===== config.mk =====
export PLATFORM = sky130hd
export DESIGN_NAME = gpio_irq_detect
export DESIGN_NICKNAME = d
export VERILOG_FILES = /design/src/rtl/gpio_irq_pkg.sv /design/src/rtl/gpio_irq_edge_det.sv /design/src/rtl/gpio_irq_level_det.sv /design/src/rtl/gpio_irq_status.sv /design/src/rtl/gpio_irq_detect.sv
export SDC_FILE = /design/constraint.sdc
export NUM_CORES = 1
export LEC_CHECK = 0
export CORE_ASPECT_RATIO = 0.5
export CORE_MARGIN = 5
export CORE_UTILIZATION = 32
export CTS_CLUSTER_DIAMETER = 80
export CTS_CLUSTER_SIZE = 28
export DETAILED_ROUTE_END_ITERATION = 8
export PLACE_DENSITY = 0.9
export SLEW_MARGIN = 20
export SYNTH_ARGS = -nofsm -noshare
export SYNTH_HDL_FRONTEND = slang
export SYNTH_SLANG_ARGS = --single-unit

===== constraint.sdc =====
create_clock -name clk_i -period 2.9 [get_ports clk_i]
set_clock_uncertainty 0.15 [all_clocks]
set_input_delay 0.725 -clock clk_i [delete_from_list [all_inputs] [get_ports clk_i]]
set_output_delay 0.725 -clock clk_i [all_outputs]
set_load 0.005 [all_outputs]

===== src/rtl/gpio_irq_pkg.sv =====
package gpio_irq_pkg;

  typedef enum logic {
    SENSE_EDGE  = 1'b0,
    SENSE_LEVEL = 1'b1
  } sense_e;

  // pin sits at the polarity selected by the event bit
  function automatic logic at_polarity(input logic lvl, input logic pol);
    return ~(lvl ^ pol);
  endfunction

endpackage


===== src/rtl/gpio_irq_edge_det.sv =====
module gpio_irq_edge_det
  import gpio_irq_pkg::*;
#(
  parameter int NUM_PINS = 8
) (
  input  logic                clk_i,
  input  logic                rst_ni,
  input  logic [NUM_PINS-1:0] pin_i,
  input  logic [NUM_PINS-1:0] dir_i,
  input  logic [NUM_PINS-1:0] sense_i,
  input  logic [NUM_PINS-1:0] both_i,
  input  logic [NUM_PINS-1:0] event_i,
  output logic [NUM_PINS-1:0] edge_o
);

  logic [NUM_PINS-1:0] prev_q;
  logic                armed_q;

  always_ff @(posedge clk_i or negedge rst_ni) begin
    if (!rst_ni) begin
      prev_q  <= '0;
      armed_q <= 1'b0;
    end else begin
      prev_q  <= pin_i;
      armed_q <= 1'b1;
    end
  end

  for (genvar g = 0; g < NUM_PINS; g++) begin : g_pin
    logic moved;
    always_comb begin
      moved     = (pin_i[g] ^ prev_q[g]) & ~dir_i[g];
      edge_o[g] = moved && (sense_i[g] == SENSE_EDGE) &&
                  (both_i[g] || at_polarity(pin_i[g], event_i[g]));
    end
  end

  // a steady pin never produces an edge hit
  p_no_edge_steady_r10: assert property (@(posedge clk_i) disable iff (!rst_ni)
    (armed_q && (pin_i == $past(pin_i))) |-> (edge_o == '0))
    else $error("edge hit without pin change");

  // any change on an input pin in both-edge mode gives a hit
  p_both_edges_r3: assert property (@(posedge clk_i) disable iff (!rst_ni)
    armed_q |-> (((~dir_i & ~sense_i & both_i & (pin_i ^ $past(pin_i))) & ~edge_o) == '0))
    else $error("both-edge change missed");

  // output pins never give edge hits
  p_dir_ignored_r6: assert property (@(posedge clk_i) disable iff (!rst_ni)
    armed_q |-> ((edge_o & dir_i) == '0))
    else $error("edge hit on output pin");

endmodule


===== src/rtl/gpio_irq_level_det.sv =====
module gpio_irq_level_det
  import gpio_irq_pkg::*;
#(
  parameter int NUM_PINS = 8
) (
  input  logic [NUM_PINS-1:0] pin_i,
  input  logic [NUM_PINS-1:0] sense_i,
  input  logic [NUM_PINS-1:0] event_i,
  output logic [NUM_PINS-1:0] level_o
);

  for (genvar g = 0; g < NUM_PINS; g++) begin : g_pin
    assign level_o[g] = (sense_i[g] == SENSE_LEVEL) && at_polarity(pin_i[g], event_i[g]);
  end

endmodule


===== src/rtl/gpio_irq_status.sv =====
module gpio_irq_status #(
  parameter int NUM_PINS = 8
) (
  input  logic                clk_i,
  input  logic                rst_ni,
  input  logic [NUM_PINS-1:0] set_i,
  input  logic                clr_we_i,
  input  logic [NUM_PINS-1:0] clr_data_i,
  output logic [NUM_PINS-1:0] raw_o
);

  logic [NUM_PINS-1:0] raw_q;
  logic [NUM_PINS-1:0] clr_mask;

  assign clr_mask = clr_we_i ? clr_data_i : '0;

  // set is applied after clear so a coincident event survives
  always_ff @(posedge clk_i or negedge rst_ni) begin
    if (!rst_ni) raw_q <= '0;
    else         raw_q <= (raw_q & ~clr_mask) | set_i;
  end

  assign raw_o = raw_q;

  p_clear_r8: assert property (@(posedge clk_i) disable iff (!rst_ni)
    clr_we_i |=> ((raw_q & $past(clr_data_i & ~set_i)) == '0))
    else $error("cleared bit still set");

  p_sticky_r8: assert property (@(posedge clk_i) disable iff (!rst_ni)
    !clr_we_i |=> ((raw_q & $past(raw_q)) == $past(raw_q)))
    else $error("status bit lost without clear");

  p_set_wins_r9: assert property (@(posedge clk_i) disable iff (!rst_ni)
    (set_i != '0) |=> ((raw_q & $past(set_i)) == $past(set_i)))
    else $error("hit lost");

endmodule


===== src/rtl/gpio_irq_detect.sv =====
module gpio_irq_detect #(
  parameter int NUM_PINS = 8
) (
  input  logic                clk_i,
  input  logic                rst_ni,
  input  logic [NUM_PINS-1:0] pin_i,
  input  logic [NUM_PINS-1:0] dir_i,
  input  logic [NUM_PINS-1:0] sense_i,
  input  logic [NUM_PINS-1:0] both_i,
  input  logic [NUM_PINS-1:0] event_i,
  input  logic [NUM_PINS-1:0] mask_i,
  input  logic                clr_we_i,
  input  logic [NUM_PINS-1:0] clr_data_i,
  output logic [NUM_PINS-1:0] raw_o,
  output logic [NUM_PINS-1:0] masked_o,
  output logic                irq_o
);

  logic [NUM_PINS-1:0] edge_hit;
  logic [NUM_PINS-1:0] level_hit;
  logic [NUM_PINS-1:0] set_vec;

  gpio_irq_edge_det #(.NUM_PINS(NUM_PINS)) u_edge (
    .clk_i   (clk_i),
    .rst_ni  (rst_ni),
    .pin_i   (pin_i),
    .dir_i   (dir_i),
    .sense_i (sense_i),
    .both_i  (both_i),
    .event_i (event_i),
    .edge_o  (edge_hit)
  );

  gpio_irq_level_det #(.NUM_PINS(NUM_PINS)) u_level (
    .pin_i   (pin_i),
    .sense_i (sense_i),
    .event_i (event_i),
    .level_o (level_hit)
  );

  assign set_vec = edge_hit | level_hit;

  gpio_irq_status #(.NUM_PINS(NUM_PINS)) u_status (
    .clk_i      (clk_i),
    .rst_ni     (rst_ni),
    .set_i      (set_vec),
    .clr_we_i   (clr_we_i),
    .clr_data_i (clr_data_i),
    .raw_o      (raw_o)
  );

  assign masked_o = raw_o & mask_i;
  assign irq_o    = |masked_o;

  // an active level always shows in status on the next cycle, clear or not
  p_level_r5: assert property (@(posedge clk_i) disable iff (!rst_ni)
    ((sense_i & ~(pin_i ^ event_i)) != '0) |=>
      ((raw_o & $past(sense_i & ~(pin_i ^ event_i))) == $past(sense_i & ~(pin_i ^ event_i))))
    else $error("active level not in status");

  p_irq_r7: assert property (@(posedge clk_i) disable iff (!rst_ni)
    irq_o |-> ((raw_o & mask_i) != '0))
    else $error("irq without masked status");

endmodule


==> flow_metrics.tcl <==
set metrics [dict create \
    status "finished, final reports clean" \
    wire_per_inst_um 14.7 \
    syn-cell-area_um2 926 \
    synth_compound_gate_area_share_pct 24.3 \
    yosys.area.top_type_share_pct 43.2 \
    drtIter0Drc 12 \
    grt_max_degree 17 \
    synth_seq_cells 16 \
    core_um2 2680 \
    holdWs_ps 389 \
    cts_tree "built" \
    dieArea_um2 4130 \
    fin_crit_ps 2880 \
    placed_cells 221 \
    route.vias.total 1068 \
    synth_top_family_by_area "compound AO/OA/AOI/OAI gates" \
    die_h_um 48.0 \
    worstPathArrival_ps 2000 \
    rsz0062_at_grt "yes" \
    port_buffers 75 \
    grt.total_usage_pct 16.4 \
    antenna_left 0 \
    cts_max_level 1 \
    maxSlewViolCount 0 \
    rows 13 \
    first_pass_iters 4 \
    fmax_ghz 0.347 \
    synth_nets 167 \
    synthTopCellsByArea "dfrtp_1 (43%), a21oi_1 (11%), nand2b_1 (9.5%), xnor2_1 (6.6%), a22oi_1 (5.7%)" \
    initial_core_util_pct 34.5 \
    synthCells 108 \
    path_clk_slew_ps 60 \
    post-route-drc-count 0 \
    synthSimpleGateAreaFrac_pct 22.2 \
    antenna_found_initial 0 \
    grt_pass1_wl_um 5160 \
    synth_edf_count 0 \
    crit_required_ps 2030 \
    clkLatencyLatePin_ps 250 \
    finalSetupViolCount 0 \
    avgViaCountPerCell 4.75 \
    p_leak_nw 0.728 \
    numCtsBuffers 3 \
    syn_to_final_growth_pct 92.6 \
    timing.final.crit_share_pct 99.3 \
    finalSetupTns_ps 0 \
    yosys.cell_types.count 17 \
    pin_count 76 \
    final_cell_mix "clkdlybuf4s50_1 (68), a21oi_1 (21), dfrtp_1 (16), nand2b_1 (14)" \
    nNetsFinal 248 \
    hold_viol_final 0 \
    drive_gt1_share_pct 7.98 \
    critPathMaxFanout 2 \
    ys_warn_count 0 \
    grt_pass1_vias 1162 \
    place_congestion 0.801 \
    max_cap_viol_count 0 \
    startpoint_type "input pin" \
    synthMuxAreaShare_pct 0 \
    slew_headroom_pct 52.7 \
    avgSynthCellArea_um2 8.57 \
    clock-sinks 16 \
    final_common_cell "clkdlybuf4s50_1" \
    finalWirelength_um 3300 \
    async_flop_share_pct 100 \
    ys_seq_area_share_pct 43.2 \
    finalNonFillerCells 225 \
    cts_root_buf "clkbuf_8" \
    synthFlopType "dfrtp_1" \
    max-vdd-ir-drop_mv 0.241 \
    post_cts_buffers 0 \
    synth-xor-area-share_pct 6.62 \
    path_class "input pin to output port" \
    tightest_slew_ps 708 \
    die_w_um 86.1 \
    n_antenna_cell 0 \
    synth-adder-area-share_pct 0 \
    fillers 218 \
    ctsLongestPathBuffers 2 \
    p_per_area_nw_per_um2 389 \
    cp-end-kind "output port" \
    min_path_type "flop to flop" \
    dpl.hpwl_um 2870 \
    synth_area_leader_cell "dfrtp_1" \
    grt_overflow 0 \
]
final timing paths:
check                      depth (start not counted)           endpoint               from  slack (ps)
min in group asynchronous                          1  u_status.raw_o[1]             rst_ni         750
min reg2reg                                        2  u_status.raw_o[4]  u_status.raw_o[4]         390
max reg2reg                                        4  u_status.raw_o[3]   u_edge.prev_q[3]        1800
max in group asynchronous                          1   u_edge.prev_q[4]             rst_ni        1400
min                                                2  u_status.raw_o[4]  u_status.raw_o[4]         390
max                                                5              irq_o          mask_i[3]          20
worst max-delay path: stages:
cell	delay [ps]
buf_6	90
and2_4	120
or4_1	510
or4_1	410
buf_2	140
cells in the mapped netlist, drive strengths merged, types with 2 or more instances:
library cell,number
a21oi,21
dfrtp,16
nand2b,14
nand2,9
o21ai,9
and2,8
inv,8
a22oi,7
xnor2,7
o211ai,2
or4,2
area by class of cell:
type	instances	area [µm²]	area share, %
Timing Repair Buffer	77	749	42.0
Multi-Input combinational cell	83	502	28.1
Sequential cell	16	400	22.5
Clock buffer	4	55.1	3.09
Tap cell	37	46.3	2.60
Inverter	8	30.0	1.68
per-stage QoR:
step | utilization, % | power (mW) | setup slack, ps | cell area, µm²
floorplan | - | 0.328 | 182 | 926
CTS | 66.4 | 0.701 | 3.43 | 1780
global route | 66.4 | 0.735 | -23.5 | 1780
global placement | 64.6 | 0.493 | -707 | 1730
finish | 66.4 | 0.693 | 20.8 | 1780
detailed placement | 64.6 | 0.499 | -746 | 1730
report_power, final:
part	switching, mW	internal (mW)
Combinational	0.0754	0.161
Clock	0.0754	0.120
Sequential	0.0152	0.245
kinds of logic after synthesis:
family / after synthesis
compound gates: 40
simple gates: 36
flops: 16
buf+inv: 9
xor+xnor: 7
sequential cells by signal, summed over array words and instances, names as in the netlist:
name	flops
u_edge.prev_q	8
u_status.raw_o	8
what timing repair did:
item / 4_1_cts / 5_1_grt
pin swaps: 6 / 0
hold endpoints to repair: 0 / 0
endpoints found under the setup margin: 1 / 1
resized for setup: 22 / 0
hold buffers: 0 / 0
per-layer routing:
layer,global-route usage [%],up-vias,part of all wire (%)
met4,8.20,0,2.6
met5,0,-,0
met2,34.3,20,58
met3,4.12,11,3.6
li1,-,540,-
met1,15.8,497,35
Note: power is estimated with default switching activity, not from simulation.
